File: config.mk
export PLATFORM = sky130hd
export DESIGN_NAME = bgr_line_render
export DESIGN_NICKNAME = d
export VERILOG_FILES = /design/src/rtl/bgr_pkg.sv /design/src/rtl/bgr_addr_gen.sv /design/src/rtl/bgr_pix_decode.sv /design/src/rtl/bgr_color_expand.sv /design/src/rtl/bgr_line_render.sv
export SDC_FILE = /design/constraint.sdc
export NUM_CORES = 1
export LEC_CHECK = 0
export ABC_AREA = 1
export BUFFER_PORTS_ARGS = -buffer_cell sky130_fd_sc_hd__buf_4
export CAP_MARGIN = 20
export CORE_ASPECT_RATIO = 0.5
export CORE_MARGIN = 1
export CORE_UTILIZATION = 44
export CTS_BUF_LIST = sky130_fd_sc_hd__clkbuf_8
export DETAILED_ROUTE_END_ITERATION = 8
export PLACE_DENSITY = 0.66
export RECOVER_POWER = 50
export SYNTH_ARGS = -nofsm -noshare
export SYNTH_HDL_FRONTEND = slang
export SYNTH_SLANG_ARGS = --single-unit
File: constraint.sdc
create_clock -name clk -period 5.9 [get_ports clk]
set_input_delay 0.59 -clock clk [delete_from_list [all_inputs] [get_ports clk]]
set_output_delay 0.59 -clock clk [all_outputs]
set_load 0.03 [all_outputs]
File: src/rtl/bgr_pkg.sv
package bgr_pkg;
  localparam int TILE_PX = 8;
  localparam int NPLANES = 4;

  typedef enum logic [3:0] {
    ST_IDLE, ST_NLO, ST_NHI, ST_NWAIT, ST_PLANE, ST_PWAIT,
    ST_CLO, ST_CHI, ST_CWAIT, ST_EMIT, ST_DONE
  } rstate_t;

  typedef enum logic [1:0] {VT_NONE, VT_NLO, VT_NHI, VT_PLANE} vtag_t;
  typedef enum logic [1:0] {CT_NONE, CT_LO, CT_HI} ctag_t;
endpackage

File: src/rtl/bgr_addr_gen.sv
module bgr_addr_gen #(
  parameter int VA_W     = 14,
  parameter int NT_W     = 3,
  parameter int COL_W    = 5,
  parameter int ROW_WRAP = 224
) (
  input  logic [7:0]       line_num,
  input  logic [7:0]       vscroll,
  input  logic [NT_W-1:0]  nt_sel,
  input  logic [COL_W-1:0] col,
  input  logic [15:0]      entry,
  output logic [VA_W-1:0]  name_addr,
  output logic [VA_W-1:0]  pat_addr
);
  localparam logic [8:0] WRAP1 = 9'(ROW_WRAP);
  localparam logic [8:0] WRAP2 = 9'(2 * ROW_WRAP);

  logic [8:0] sum;
  logic [8:0] row9;
  logic [7:0] row;
  logic [2:0] fine_y;

  always_comb begin
    sum = {1'b0, line_num} + {1'b0, vscroll};
    if (sum >= WRAP2)      row9 = sum - WRAP2;
    else if (sum >= WRAP1) row9 = sum - WRAP1;
    else                   row9 = sum;
    row = row9[7:0];
  end

  // vertical mirror picks the opposite row inside the tile
  assign fine_y    = entry[10] ? ~row[2:0] : row[2:0];
  assign name_addr = VA_W'({nt_sel, row[7:3], col, 1'b0});
  assign pat_addr  = VA_W'({entry[8:0], fine_y, 2'b00});

  always_comb begin
    assert_row_wrap_R4: assert (int'(row9) < ROW_WRAP)
      else $error("tile row out of range");
  end
endmodule

File: src/rtl/bgr_pix_decode.sv
module bgr_pix_decode
  import bgr_pkg::*;
#(
  parameter int CA_W = 6
) (
  input  logic [NPLANES-1:0][7:0] planes,
  input  logic [2:0]              slot,
  input  logic                    hmirror,
  input  logic                    pal,
  output logic [CA_W-1:0]         cram_base
);
  logic [2:0]         bsel;
  logic [NPLANES-1:0] idx;

  assign bsel = hmirror ? ~slot : slot;

  for (genvar k = 0; k < NPLANES; k++) begin : g_plane
    assign idx[k] = planes[k][bsel];
  end

  assign cram_base = CA_W'({pal, idx, 1'b0});
endmodule

File: src/rtl/bgr_color_expand.sv
module bgr_color_expand (
  input  logic [7:0]  lo,
  input  logic [7:0]  hi,
  output logic [23:0] rgb
);
  logic [2:0][3:0] nib;

  assign nib[0] = lo[3:0];
  assign nib[1] = lo[7:4];
  assign nib[2] = hi[3:0];

  for (genvar c = 0; c < 3; c++) begin : g_chan
    assign rgb[23-8*c -: 8] = {nib[c], nib[c]};
  end
endmodule

File: src/rtl/bgr_line_render.sv
module bgr_line_render
  import bgr_pkg::*;
#(
  parameter int COL_FIRST = 6,
  parameter int COL_LAST  = 25,
  parameter int ROW_WRAP  = 224,
  parameter int VA_W      = 14,
  parameter int CA_W      = 6,
  parameter int NT_W      = 3
) (
  input  logic            clk,
  input  logic            rst_n,
  input  logic            start,
  input  logic [7:0]      line_num,
  input  logic [7:0]      vscroll,
  input  logic [NT_W-1:0] nt_sel,
  output logic            busy,
  output logic            done,
  output logic            vram_rd,
  output logic [VA_W-1:0] vram_addr,
  input  logic [7:0]      vram_data,
  output logic            cram_rd,
  output logic [CA_W-1:0] cram_addr,
  input  logic [7:0]      cram_data,
  output logic            pix_valid,
  input  logic            pix_ready,
  output logic [7:0]      pix_x,
  output logic [23:0]     pix_rgb
);
  localparam int COL_W   = 5;
  localparam int PX_W    = $clog2(TILE_PX);
  localparam int PL_W    = $clog2(NPLANES);
  localparam int X_FIRST = COL_FIRST * TILE_PX;
  localparam int X_LAST  = COL_LAST * TILE_PX + TILE_PX - 1;

  rstate_t                 st;
  vtag_t                   vtag;
  ctag_t                   ctag;
  logic [PL_W-1:0]         vtag_pl;
  logic [7:0]              lat_line, lat_vs;
  logic [NT_W-1:0]         lat_nt;
  logic [COL_W-1:0]        col;
  logic [PX_W-1:0]         px;
  logic [PL_W-1:0]         pl_cnt;
  logic [15:0]             entry;
  logic [NPLANES-1:0][7:0] planes;
  logic [7:0]              clr_lo, clr_hi;

  logic [VA_W-1:0] name_addr, pat_addr;
  logic [CA_W-1:0] cram_base;

  bgr_addr_gen #(.VA_W(VA_W), .NT_W(NT_W), .COL_W(COL_W), .ROW_WRAP(ROW_WRAP)) u_addr (
    .line_num (lat_line),
    .vscroll  (lat_vs),
    .nt_sel   (lat_nt),
    .col      (col),
    .entry    (entry),
    .name_addr(name_addr),
    .pat_addr (pat_addr)
  );

  bgr_pix_decode #(.CA_W(CA_W)) u_dec (
    .planes   (planes),
    .slot     (px),
    .hmirror  (entry[9]),
    .pal      (entry[11]),
    .cram_base(cram_base)
  );

  bgr_color_expand u_clr (
    .lo (clr_lo),
    .hi (clr_hi),
    .rgb(pix_rgb)
  );

  // read port drive, one read per cycle at most
  always_comb begin
    vram_rd   = 1'b0;
    vram_addr = name_addr;
    cram_rd   = 1'b0;
    cram_addr = cram_base;
    unique case (st)
      ST_NLO:   vram_rd = 1'b1;
      ST_NHI:   begin vram_rd = 1'b1; vram_addr = name_addr + VA_W'(1); end
      ST_PLANE: begin vram_rd = 1'b1; vram_addr = pat_addr + VA_W'(pl_cnt); end
      ST_CLO:   cram_rd = 1'b1;
      ST_CHI:   begin cram_rd = 1'b1; cram_addr = cram_base + CA_W'(1); end
      default:  ;
    endcase
  end

  assign pix_valid = (st == ST_EMIT);
  assign pix_x     = 8'({col, px});
  assign done      = (st == ST_DONE);
  assign busy      = (st != ST_IDLE);

  always_ff @(posedge clk) begin
    if (!rst_n) begin
      st       <= ST_IDLE;
      vtag     <= VT_NONE;
      ctag     <= CT_NONE;
      vtag_pl  <= '0;
      lat_line <= '0;
      lat_vs   <= '0;
      lat_nt   <= '0;
      col      <= '0;
      px       <= '0;
      pl_cnt   <= '0;
      entry    <= '0;
      planes   <= '0;
      clr_lo   <= '0;
      clr_hi   <= '0;
    end else begin
      // capture data requested in the previous cycle
      unique case (vtag)
        VT_NLO:   entry[7:0]      <= vram_data;
        VT_NHI:   entry[15:8]     <= vram_data;
        VT_PLANE: planes[vtag_pl] <= vram_data;
        default:  ;
      endcase
      unique case (ctag)
        CT_LO:   clr_lo <= cram_data;
        CT_HI:   clr_hi <= cram_data;
        default: ;
      endcase
      vtag <= VT_NONE;
      ctag <= CT_NONE;

      unique case (st)
        ST_IDLE: if (start) begin
          lat_line <= line_num;
          lat_vs   <= vscroll;
          lat_nt   <= nt_sel;
          col      <= COL_W'(COL_FIRST);
          st       <= ST_NLO;
        end
        ST_NLO:   begin vtag <= VT_NLO; st <= ST_NHI; end
        ST_NHI:   begin vtag <= VT_NHI; st <= ST_NWAIT; end
        ST_NWAIT: begin pl_cnt <= '0; st <= ST_PLANE; end
        ST_PLANE: begin
          vtag    <= VT_PLANE;
          vtag_pl <= pl_cnt;
          pl_cnt  <= pl_cnt + PL_W'(1);
          if (pl_cnt == PL_W'(NPLANES - 1)) st <= ST_PWAIT;
        end
        ST_PWAIT: begin px <= '0; st <= ST_CLO; end
        ST_CLO:   begin ctag <= CT_LO; st <= ST_CHI; end
        ST_CHI:   begin ctag <= CT_HI; st <= ST_CWAIT; end
        ST_CWAIT: st <= ST_EMIT;
        ST_EMIT: if (pix_ready) begin
          if (px == PX_W'(TILE_PX - 1)) begin
            if (col == COL_W'(COL_LAST)) st <= ST_DONE;
            else begin
              col <= col + COL_W'(1);
              st  <= ST_NLO;
            end
          end else begin
            px <= px + PX_W'(1);
            st <= ST_CLO;
          end
        end
        ST_DONE:  st <= ST_IDLE;
        default:  st <= ST_IDLE;
      endcase
    end
  end

  assert_stall_hold_R10: assert property (@(posedge clk) disable iff (!rst_n)
    (pix_valid && !pix_ready) |=> (pix_valid && $stable(pix_x) && $stable(pix_rgb)));

  assert_x_window_R5: assert property (@(posedge clk) disable iff (!rst_n)
    pix_valid |-> (int'(pix_x) >= X_FIRST && int'(pix_x) <= X_LAST));

  assert_done_single_R11: assert property (@(posedge clk) disable iff (!rst_n)
    done |=> (!done && !busy));

  assert_done_cause_R11: assert property (@(posedge clk) disable iff (!rst_n)
    done |-> $past(pix_valid && pix_ready && int'(pix_x) == X_LAST));

  assert_one_port_R12: assert property (@(posedge clk) disable iff (!rst_n)
    !(vram_rd && cram_rd));

  assert_idle_quiet_R1: assert property (@(posedge clk) disable iff (!rst_n)
    !busy |-> (!vram_rd && !cram_rd && !pix_valid && !done));
endmodule

==> summary.md, run 1 <==
| Metric | Value |
|---|---|
| Status | finished with violations |
| Failing checks | max-capacitance violations, max-slew violations |
| Vias in the first global route | 3910 |
| Final worst-path cycle share | 0.606 |
| Final hold violations | 0 |
| Area after DPL | 5310 um^2 |
| Resized cells post-CTS | 0 |
| RSZ-0062 raised after global routing | no |
| H-tree levels | 3 |
| Mapped Cells | 650 |
| Via Count | 4380 |
| Die Ht | 74.2 um |
| Tightest Pin Transition | 2.22 ns |
| Commonest non-fill, non-tap cell in the layout | nor2_1 |
| Worst Skew | 0.00720 ns |
| IO Pins | 96 |
| Row cnt | 25 |
| Routability congestion estimate | 0.846 |
| Grt ovf | 0 |
| Root buffer cell | clkbuf_8 |
| CP arrival | 3.82 ns |
| CP Capture Type | flip-flop |
| Num Clock Sinks | 95 |
| # placed instances | 849 |
| Register area share after synthesis | 0.415 |
| CTS tree | yes |
| Power density cells | 276 nW/um^2 |
| Setup CP Type | input pin to flip-flop |
| DRT antenna net count | 0 |
| Iteration-0 DRC Markers | 322 |
| CTS max path bufs | 2 |
| Routed WL | 11.7 mm |
| Setup TNS | 0 ns |
| Num CTS Buffers | 9 |
| CP cell instances | clkbuf_1 > inv_1 > a311oi_1 |
| Area Growth Syn to Fin | 16.4% |
| Avg WL per Cell | 13.5 um |
| Achievable Freq | 0.280 GHz |
| Top post-synthesis cells by area | dfxtp_1 41%, nor2_1 12%, o21ai_0 9.8% |
| Final WS setup | 2.33 ns |
| Total chip power | 1.48 mW |
| Die area | 10900 um^2 |
| Synth unique cells | 34 |
| Core area | 9790 um^2 |
| Place WS | 3.05 ns |
| Tmin final | 3.57 ns |
| First-pass GRT wire length | 19.0 mm |
| Fin cells | 863 |
| Rel. slew slack | -0.483 |
| PortBufs | 95 |
| Ys Warns | 0 |
| Hold-fix buffers, CTS | 0 |
| Post-synth top area cell | dfxtp_1 |
| Final HPWL DP | 8.41 mm |
| Maxcap violations | 1 |
| Cell Area, Synth | 4590 um^2 |
| Detailed Routing Iterations Pass 1 | 5 |
| Initial core utilization | 0.468 |
| # Post-CTS Setup Buffers | 0 |
| DRC | 0 |
| CP max-delay cell | clkbuf_1 |
| Crit path launch type | input pin |
| Gr usage total | 0.222 |
| Hold Slack | 0.453 ns |
| Fin area | 5340 um^2 |
| Mean post-synth cell area | 7.05 um^2 |
| VDD IR max | 128 uV |
| Crit-path leading delay family | buffers and inverters |
| Vias per std cell | 5.08 |
| Final Core Density | 0.545 |
| Worst path bufs/invs | 2 |
| Diode count | 0 |
| Setup violators final | 0 |
| Worst path max stage delay | 1.55 ns |
| Initial antenna violation count | 0 |
| Most frequent cells in the layout | 145 x nor2_1, 95 x dfxtp_1, 90 x o21ai_0, 86 x nand2_1, 63 x buf_4 |
| Die Width | 146 um |
| Fin. max-slew vios | 64 |
| WP data required | 6.15 ns |
| Top cell type's share of synthesized area | 0.415 |
| Worst-skew pair later-pin latency | 0.36 ns |
| Nets | 779 |
| Synthesized Nets | 704 |
| Clk pin slew, worst setup/hold paths | 0.09 ns |
| Hold/Removal Path Class | input pin to flip-flop |
| Leak | 2.39 nW |
| FF+latch count, synth | 95 |
| Crit Path Max Fanout | 63 |
| R2R Setup Slk | 3.81 ns |
| Share of layout cells above drive strength 1 | 0.139 |
| Largest net degree at the start of global routing | 64 |
## layout make-up
type                            count  area, um^2
Fill cell                        1002        4450
Multi-Input combinational cell    464        2290
Sequential cell                    95        1900
Timing Repair Buffer               97         601
Inverter                           58         218
Tap cell                          135         169
Clock buffer                        9         124
Clock inverter                      5        36.3
## cell families (layout without fill, tap and decap cells)
logic type	Yosys count	after routing	synth area share
XOR/XNOR	10	10	0.0191
flip-flops	95	95	0.415
adder cells (fa/ha/maj)	15	15	0.0426
multiplexers	4	4	0.00982
AND/OR/NAND/NOR	286	286	0.259
buffers and inverters	91	169	0.0862
AO/OA/AOI/OAI	149	149	0.168
## path summary, 6_finish.rpt
path,endpoint,from,cells past startpoint
worst max-delay path,col[1]$_SDFFE_PN0P_,rst_n,3
worst min register to register,lat_nt[1]$_SDFFE_PN0P_,lat_nt[1]$_SDFFE_PN0P_,2
worst min-delay path,clr_lo[6]$_SDFFE_PN0N_,cram_data[6],3
worst max register to register,lat_line[1]$_SDFFE_PN0P_,st[1]$_SDFFE_PN0P_,6
## routing by layer
layer	GRT usage	wire, um	vias to the layer above
li1	-	-	2255
met1	0.309	5890	1978
met2	0.351	4950	133
met3	0.0509	688	14
met4	0.0579	130	0
met5	0	0	-
## cell usage after synthesis (all sizes together)
library cell / instances
nor3: 8
xor2: 3
fa: 1
o21a: 1
inv: 58
mux2: 4
ha: 14
nand2: 91
nor3b: 1
and2: 1
o22ai: 8
nand4: 2
nand3: 32
o21ai: 94
a21oi: 40
a31oi: 3
clkbuf: 15
buf: 18
dfxtp: 95
nor2: 148
a311oi: 1
xnor2: 7
or2: 3
a211oi: 2
## power by group
part / internal [mW] / switching (mW) / total, mW
Sequential: 0.678 / 0.0292 / 0.707
Clock: 0.149 / 0.221 / 0.370
Combinational: 0.139 / 0.259 / 0.398
## worst reg2reg max path: cells and delay by family, from the launching register on
kind	cells	cell delay (ns)
and+or+nand+nor	3	0.98
AOI/OAI and AO/OA	2	0.44
DFF	1	0.41
buffers and inverters	1	0.11
## sequential cells by signal (all words and copies together), names as in the netlist
signal	flops
st	4
ctag	2
px	3
pl_cnt	2
lat_line	8
planes	32
vtag	2
vtag_pl	2
clr_lo	8
entry	12
clr_hi	4
col	5
lat_nt	3
lat_vs	8
Note: power is estimated with default switching activity, not from simulation.
==> run 2, diff against run 1 <==
Settings changed: PLACE_DENSITY 0.66 to 0.69.
Clock period 5.9 ns to 3 ns, I/O delays scaled along.
==> summary.md, run 2 (synthesized netlist as in run 1, its figures left out) <==
| Metric | Value |
|---|---|
| # placed instances | 855 (was 849) |
| Setup crit start | lat_vs[0]$_SDFFE_PN0P_ (was rst_n) |
| Final hold violations | 0 (unchanged) |
| Grt ovf | 0 (unchanged) |
| Die Width | 146 um (unchanged) |
| Die Ht | 74.2 um (unchanged) |
| Detailed Routing Iterations Pass 1 | 5 (unchanged) |
| Worst setup path endpoint | vram_addr[8] (was col[1]$_SDFFE_PN0P_) |
| First-pass GRT wire length | 19.4 mm (was 19.0 mm) |
| Via Count | 4422 (was 4380) |
| RR Endpoint | lat_vs[1]$_SDFFE_PN0P_ (was lat_line[1]$_SDFFE_PN0P_) |
| Leak | 2.44 nW (was 2.39 nW) |
| Clk pin slew, worst setup/hold paths | 0.09 ns (about the same) |
| Rel. slew slack | 0.348 (was -0.483) |
| RR Startpoint | st[1]$_SDFFE_PN0P_ (unchanged) |
| Crit Path Max Fanout | 4 (was 63) |
| Gr usage total | 0.225 (was 0.222) |
| DRT antenna net count | 0 (unchanged) |
| Most frequent cells in the layout | 145 x nor2_1, 93 x dfxtp_1, 90 x o21ai_0, 84 x nand2_1, 66 x buf_4 (was 145 x nor2_1, 95 x dfxtp_1, 90 x o21ai_0, 86 x nand2_1, 63 x buf_4) |
| Routed WL | 11.7 mm (about the same) |
| Iteration-0 DRC Markers | 283 (was 322) |
| CTS tree | yes (unchanged) |
| Final Core Density | 0.557 (was 0.545) |
| Avg WL per Cell | 13.4 um (was 13.5 um) |
| Maxcap violations | 0 (was 1) |
| Die area | 10900 um^2 (unchanged) |
| Num Clock Sinks | 95 (unchanged) |
| Hold/Removal Path Class | input pin to flip-flop (unchanged) |
| H-tree levels | 3 (unchanged) |
| Vias per std cell | 5.07 (was 5.08) |
| Regs by FF count | planes: 32 flops, entry: 12 flops (unchanged) |
| Setup violators final | 0 (unchanged) |
| Final worst-path cycle share | 0.934 |
| Final HPWL DP | 8.47 mm (was 8.41 mm) |
| Share of layout cells above drive strength 1 | 0.159 (was 0.139) |
| Top reg by flops | planes (unchanged) |
| Root buffer cell | clkbuf_8 (unchanged) |
| Area Growth Syn to Fin | 18.9% (was 16.4%) |
| Core area | 9790 um^2 (unchanged) |
| Status | complete, no violations (was finished with violations) |
| Worst-skew pair later-pin latency | 0.36 ns (about the same) |
| Fin. max-slew vios | 0 (was 64) |
| Achievable Freq | 0.357 GHz |
| Tmin final | 2.80 ns |
| Commonest non-fill, non-tap cell in the layout | nor2_1 (unchanged) |
| Tightest Pin Transition | 0.978 ns (was 2.22 ns) |
| DRC | 0 (unchanged) |
| WP data required | 2.70 ns (was 6.15 ns) |
| Number of flip-flops in the largest register | 32 (unchanged) |
| Diode count | 0 (unchanged) |
| Worst Skew | 0.00489 ns (was 0.00720 ns) |
| CP arrival | 2.50 ns (was 3.82 ns) |
| Vias in the first global route | 3993 (was 3910) |
| IO Pins | 96 (unchanged) |
| Largest net degree at the start of global routing | 63 (was 64) |
| CTS max path bufs | 2 (unchanged) |
| PortBufs | 95 (unchanged) |
| Row cnt | 25 (unchanged) |
| Total chip power | 2.96 mW (was 1.48 mW) |
| Fin cells | 872 (was 863) |
| FF-to-FF path depth | 6 (unchanged) |
| Nets | 786 (was 779) |
| CP Capture Type | primary output (was flip-flop) |
| R2R Setup Slk | 0.98 ns (was 3.81 ns) |
| Setup CP Type | flip-flop to primary output (was input pin to flip-flop) |
| Routability congestion estimate | 0.862 (was 0.846) |
| Initial antenna violation count | 0 (unchanged) |
| Num CTS Buffers | 9 (unchanged) |
| VDD IR max | 266 uV (was 128 uV) |
| Power density cells | 543 nW/um^2 (was 276 nW/um^2) |
| Initial core utilization | 0.468 (unchanged) |
| Crit path launch type | flip-flop (was input pin) |
-- run 2: critical path: stages, from the launching register on --
cell and delay [ns]:
dfxtp_2 0.36, ha_4 0.14, inv_2 0.03, fa_2 0.37
inv_2 0.05, nand2_1 0.04, nand2_1 0.08, nand3_2 0.07
nand2_1 0.06, nand2_1 0.06, nand2_2 0.09, ha_4 0.14
nand3_2 0.08, nand2_2 0.10, nand2_1 0.05, nand2_1 0.05
nand2_1 0.05, a21oi_1 0.14, buf_4 0.17
-- run 2: metal layers --
metal,up-vias,routed length (um),GRT usage,part of all wire
li1,2264,-,-,-
met1,2037,5840,0.306,0.50
met2,112,5130,0.369,0.44
met3,9,615,0.0442,0.053
met4,0,94,0.0613,0.0080
met5,-,0,0,0
-- run 2: area by class of cell --
| class | instances | area (um^2) |
|---|---|---|
| Clock inverter | 7 | 51.3 |
| Clock buffer | 9 | 124 |
| Multi-Input combinational cell | 464 | 2340 |
| Tap cell | 135 | 169 |
| Fill cell | 1030 | 4340 |
| Sequential cell | 95 | 1900 |
| Inverter | 58 | 218 |
| Timing Repair Buffer | 104 | 642 |
-- run 2: how the worst min path moves through the flow --
stage          slack, ns                     end                    from  depth (start not counted)
2_1_floorplan       0.42  lat_nt[0]$_SDFFE_PN0P_  lat_nt[0]$_SDFFE_PN0P_                          2
3_3_place_gp        0.44  lat_nt[1]$_SDFFE_PN0P_  lat_nt[1]$_SDFFE_PN0P_                          2
3_5_place_dp        0.44  lat_nt[1]$_SDFFE_PN0P_  lat_nt[1]$_SDFFE_PN0P_                          2
4_1_cts             0.14  clr_lo[4]$_SDFFE_PN0N_            cram_data[4]                          3
6_report            0.16  clr_lo[7]$_SDFFE_PN0N_            cram_data[7]                          3
5_1_grt             0.17  clr_lo[0]$_SDFFE_PN0N_            cram_data[0]                          3
-- run 2: through the flow --
stage	setup TNS, ns	area, um^2	hold WS, ns	setup WS, ns
final	0	5450	0.155	0.197
after global routing	-0.00734	5450	0.166	-0.00734
after CTS	0	5530	0.145	0.0334
after detailed placement	0	5350	0.442	0.450
after global placement	0	5350	0.440	0.494
after floorplan	0	4590	0.425	0.397
-- run 2: what timing repair did --
item / 4_1_cts / 5_1_grt
endpoints found under the setup margin: 0 / 3
hold buffers: 0 / 0
resized for setup: 0 / 15
endpoints found under the hold margin: 0 / 0
setup buffers: 0 / 1
-- run 2: power breakdown --
| group | total (mW) | switching [mW] | internal, mW | leakage (nW) |
|---|---|---|---|---|
| Clock | 0.759 | 0.454 | 0.304 | 0.0964 |
| Combinational | 0.808 | 0.517 | 0.290 | 1.57 |
| Sequential | 1.39 | 0.0590 | 1.33 | 0.772 |
| Total | 2.96 | 1.03 | 1.93 | 2.44 |
==> run 3, diff against run 2 <==
Settings changed: BUFFER_PORTS_ARGS -buffer_cell sky130_fd_sc_hd__buf_4 to not set, DONT_BUFFER_PORTS set to 1, PLACE_DENSITY 0.69 to not set, SLEW_MARGIN set to 5.
==> summary.md, run 3 (synthesized netlist as in run 1, its figures left out) <==
| Metric | Value |
|---|---|
| Worst Skew | 0.00869 ns (was 0.00489 ns) |
| Layout fillers | 1016 (was 1030) |
| H-tree levels | 3 (unchanged) |
| Setup crit start | lat_vs[2]$_SDFFE_PN0P_ (was lat_vs[0]$_SDFFE_PN0P_) |
| Crit Path Max Fanout | 4 (unchanged) |
| Initial core utilization | 0.468 (unchanged) |
| Place WS | 0.393 ns (was 0.450 ns) |
| Avg WL per Cell | 14.9 um (was 13.4 um) |
| CTS max path bufs | 2 (unchanged) |
| Vias in the first global route | 3743 (was 3993) |
| Number of flip-flops in the largest register | 32 (unchanged) |
| First-pass GRT wire length | 18.7 mm (was 19.4 mm) |
| Via Count | 4074 (was 4422) |
| Leak | 2.16 nW (was 2.44 nW) |
| Routed WL | 11.8 mm (was 11.7 mm) |
| CP Capture Type | primary output (unchanged) |
| WP data required | 2.70 ns (about the same) |
| IO Pins | 96 (unchanged) |
| Hold-fix buffers, CTS | 0 (unchanged) |
| RR Startpoint | st[2]$_SDFFE_PN0P_ (was st[1]$_SDFFE_PN0P_) |
| Rel. slew slack | 0.352 (was 0.348) |
| # placed instances | 773 (was 855) |
| Gr usage total | 0.219 (was 0.225) |
| CTS tree | yes (unchanged) |
| Setup violators final | 0 (unchanged) |
| Num CTS Buffers | 9 (unchanged) |
| Largest net degree at the start of global routing | 64 (was 63) |
| Final HPWL DP | 8.20 mm (was 8.47 mm) |
| Tmin final | 2.89 ns (was 2.80 ns) |
| Row cnt | 25 (unchanged) |
| Top reg by flops | planes (unchanged) |
| Worst hold path startpoint | rst_n (was cram_data[7]) |
| Die area | 10900 um^2 (unchanged) |
| Die Width | 146 um (unchanged) |
| DRT antenna net count | 0 (unchanged) |
| Diode count | 0 (unchanged) |
| Grt ovf | 0 (unchanged) |
| Setup TNS | 0 ns (unchanged) |
| CP arrival | 2.59 ns (was 2.50 ns) |
| Final WS setup | 0.106 ns (was 0.197 ns) |
| Setup CP Type | flip-flop to primary output (unchanged) |
| Routability congestion estimate | 0.880 (was 0.862) |
| WHS Path Cells | 2 (was 3) |
| Fin cells | 790 (was 872) |
| Power density cells | 593 nW/um^2 (was 543 nW/um^2) |
| Final worst-path cycle share | 0.965 (was 0.934) |
| Worst-skew pair later-pin latency | 0.36 ns (about the same) |
| Total chip power | 2.97 mW (was 2.96 mW) |
| Most frequent cells in the layout | 145 x nor2_1, 93 x dfxtp_1, 90 x o21ai_0, 82 x nand2_1, 47 x inv_1 (was 145 x nor2_1, 93 x dfxtp_1, 90 x o21ai_0, 84 x nand2_1, 66 x buf_4) |
| Tightest Pin Transition | 0.970 ns (was 0.978 ns) |
| Core area | 9790 um^2 (unchanged) |
| Root buffer cell | clkbuf_8 (unchanged) |
| Clk pin slew, worst setup/hold paths | 0.10 ns (was 0.09 ns) |
| Final hold violations | 0 (unchanged) |
| VDD IR max | 214 uV (was 266 uV) |
| Fin area | 5000 um^2 (was 5450 um^2) |
| Nets | 704 (was 786) |
| Num Clock Sinks | 95 (unchanged) |
| Achievable Freq | 0.346 GHz (was 0.357 GHz) |
| Iteration-0 DRC Markers | 185 (was 283) |
| Area after DPL | 4730 um^2 (was 5350 um^2) |
| Status | complete, no violations (unchanged) |
| Hold Slack | 0.0647 ns (was 0.155 ns) |
| Initial antenna violation count | 0 (unchanged) |
| Hold/Removal Path Class | input pin to flip-flop (unchanged) |
| Fin. max-slew vios | 0 (unchanged) |
| Area Growth Syn to Fin | 9.11% (was 18.9%) |
| Commonest non-fill, non-tap cell in the layout | nor2_1 (unchanged) |
| DRC | 0 (unchanged) |
| Share of layout cells above drive strength 1 | 0.107 (was 0.159) |
| Detailed Routing Iterations Pass 1 | 5 (unchanged) |
| Die Ht | 74.2 um (unchanged) |
| Vias per std cell | 5.16 (was 5.07) |
| Maxcap violations | 0 (unchanged) |
| Final Core Density | 0.511 (was 0.557) |
| FF-to-FF path depth | 11 (was 6) |
| PortBufs | 0 (was 95) |
| Regs by FF count | planes: 32 flops, entry: 12 flops (unchanged) |
| Crit path launch type | flip-flop (unchanged) |
[run 3: cell count changes in the layout (fill, tap and decap cells not counted), sizes merged]
cell | before | now
clkbuf | 47 | 14
bufinv | 0 | 1
clkinv | 5 | 4
clkinvlp | 0 | 2
buf | 66 | 17
inv | 60 | 58
[run 3: final timing paths]
kind / to / slack [ns]
worst max-delay path: vram_addr[8] / 0.11
worst min-delay path: clr_hi[1]$_SDFFE_PN0N_ / 0.06
worst max register to register: st[2]$_SDFFE_PN0P_ / 0.82
worst min register to register: lat_nt[2]$_SDFFE_PN0P_ / 0.45
[run 3: power breakdown]
part	leakage [nW]	switching, mW	internal, mW	total [mW]
registers	0.772	0.0857	1.33	1.42
logic	1.29	0.461	0.234	0.695
clock network	0.0985	0.465	0.388	0.853
total	2.16	1.01	1.96	2.97
[run 3: critical path: stages, from the launching register on]
cell	delay, ns
dfxtp_1	0.33
ha_1	0.34
nand3_1	0.09
nand3_1	0.15
a21oi_1	0.27
xnor2_2	0.20
ha_4	0.20
nand3_4	0.07
nand2_4	0.09
nand2_2	0.05
nand2_1	0.07
nand2_2	0.07
a21oi_2	0.15
buf_6	0.14
[run 3: repair_timing]
action / 4_1_cts / 5_1_grt
pin swaps: 0 / 9
buffers inserted: 0 / 1
gates resized for setup: 1 / 20
setup endpoints to repair: 1 / 3
[run 3: cell type report]
cell class	count	area (um^2)	share of cell area
Clock buffer	9	124	0.0248
Clock inverter	7	73.8	0.0148
Inverter	58	218	0.0435
Multi-Input combinational cell	464	2360	0.473
Sequential cell	95	1900	0.381
Tap cell	135	169	0.0338
Timing Repair Buffer	22	150	0.0300
[run 3: routing by layer]
| layer | global-route usage | vias up | part of all wire |
|---|---|---|---|
| met3 | 0.0675 | 9 | 0.061 |
| li1 | - | 2104 | - |
| met1 | 0.302 | 1866 | 0.50 |
| met5 | 0 | - | 0 |
| met4 | 0.0463 | 0 | 0.0076 |
| met2 | 0.340 | 95 | 0.43 |
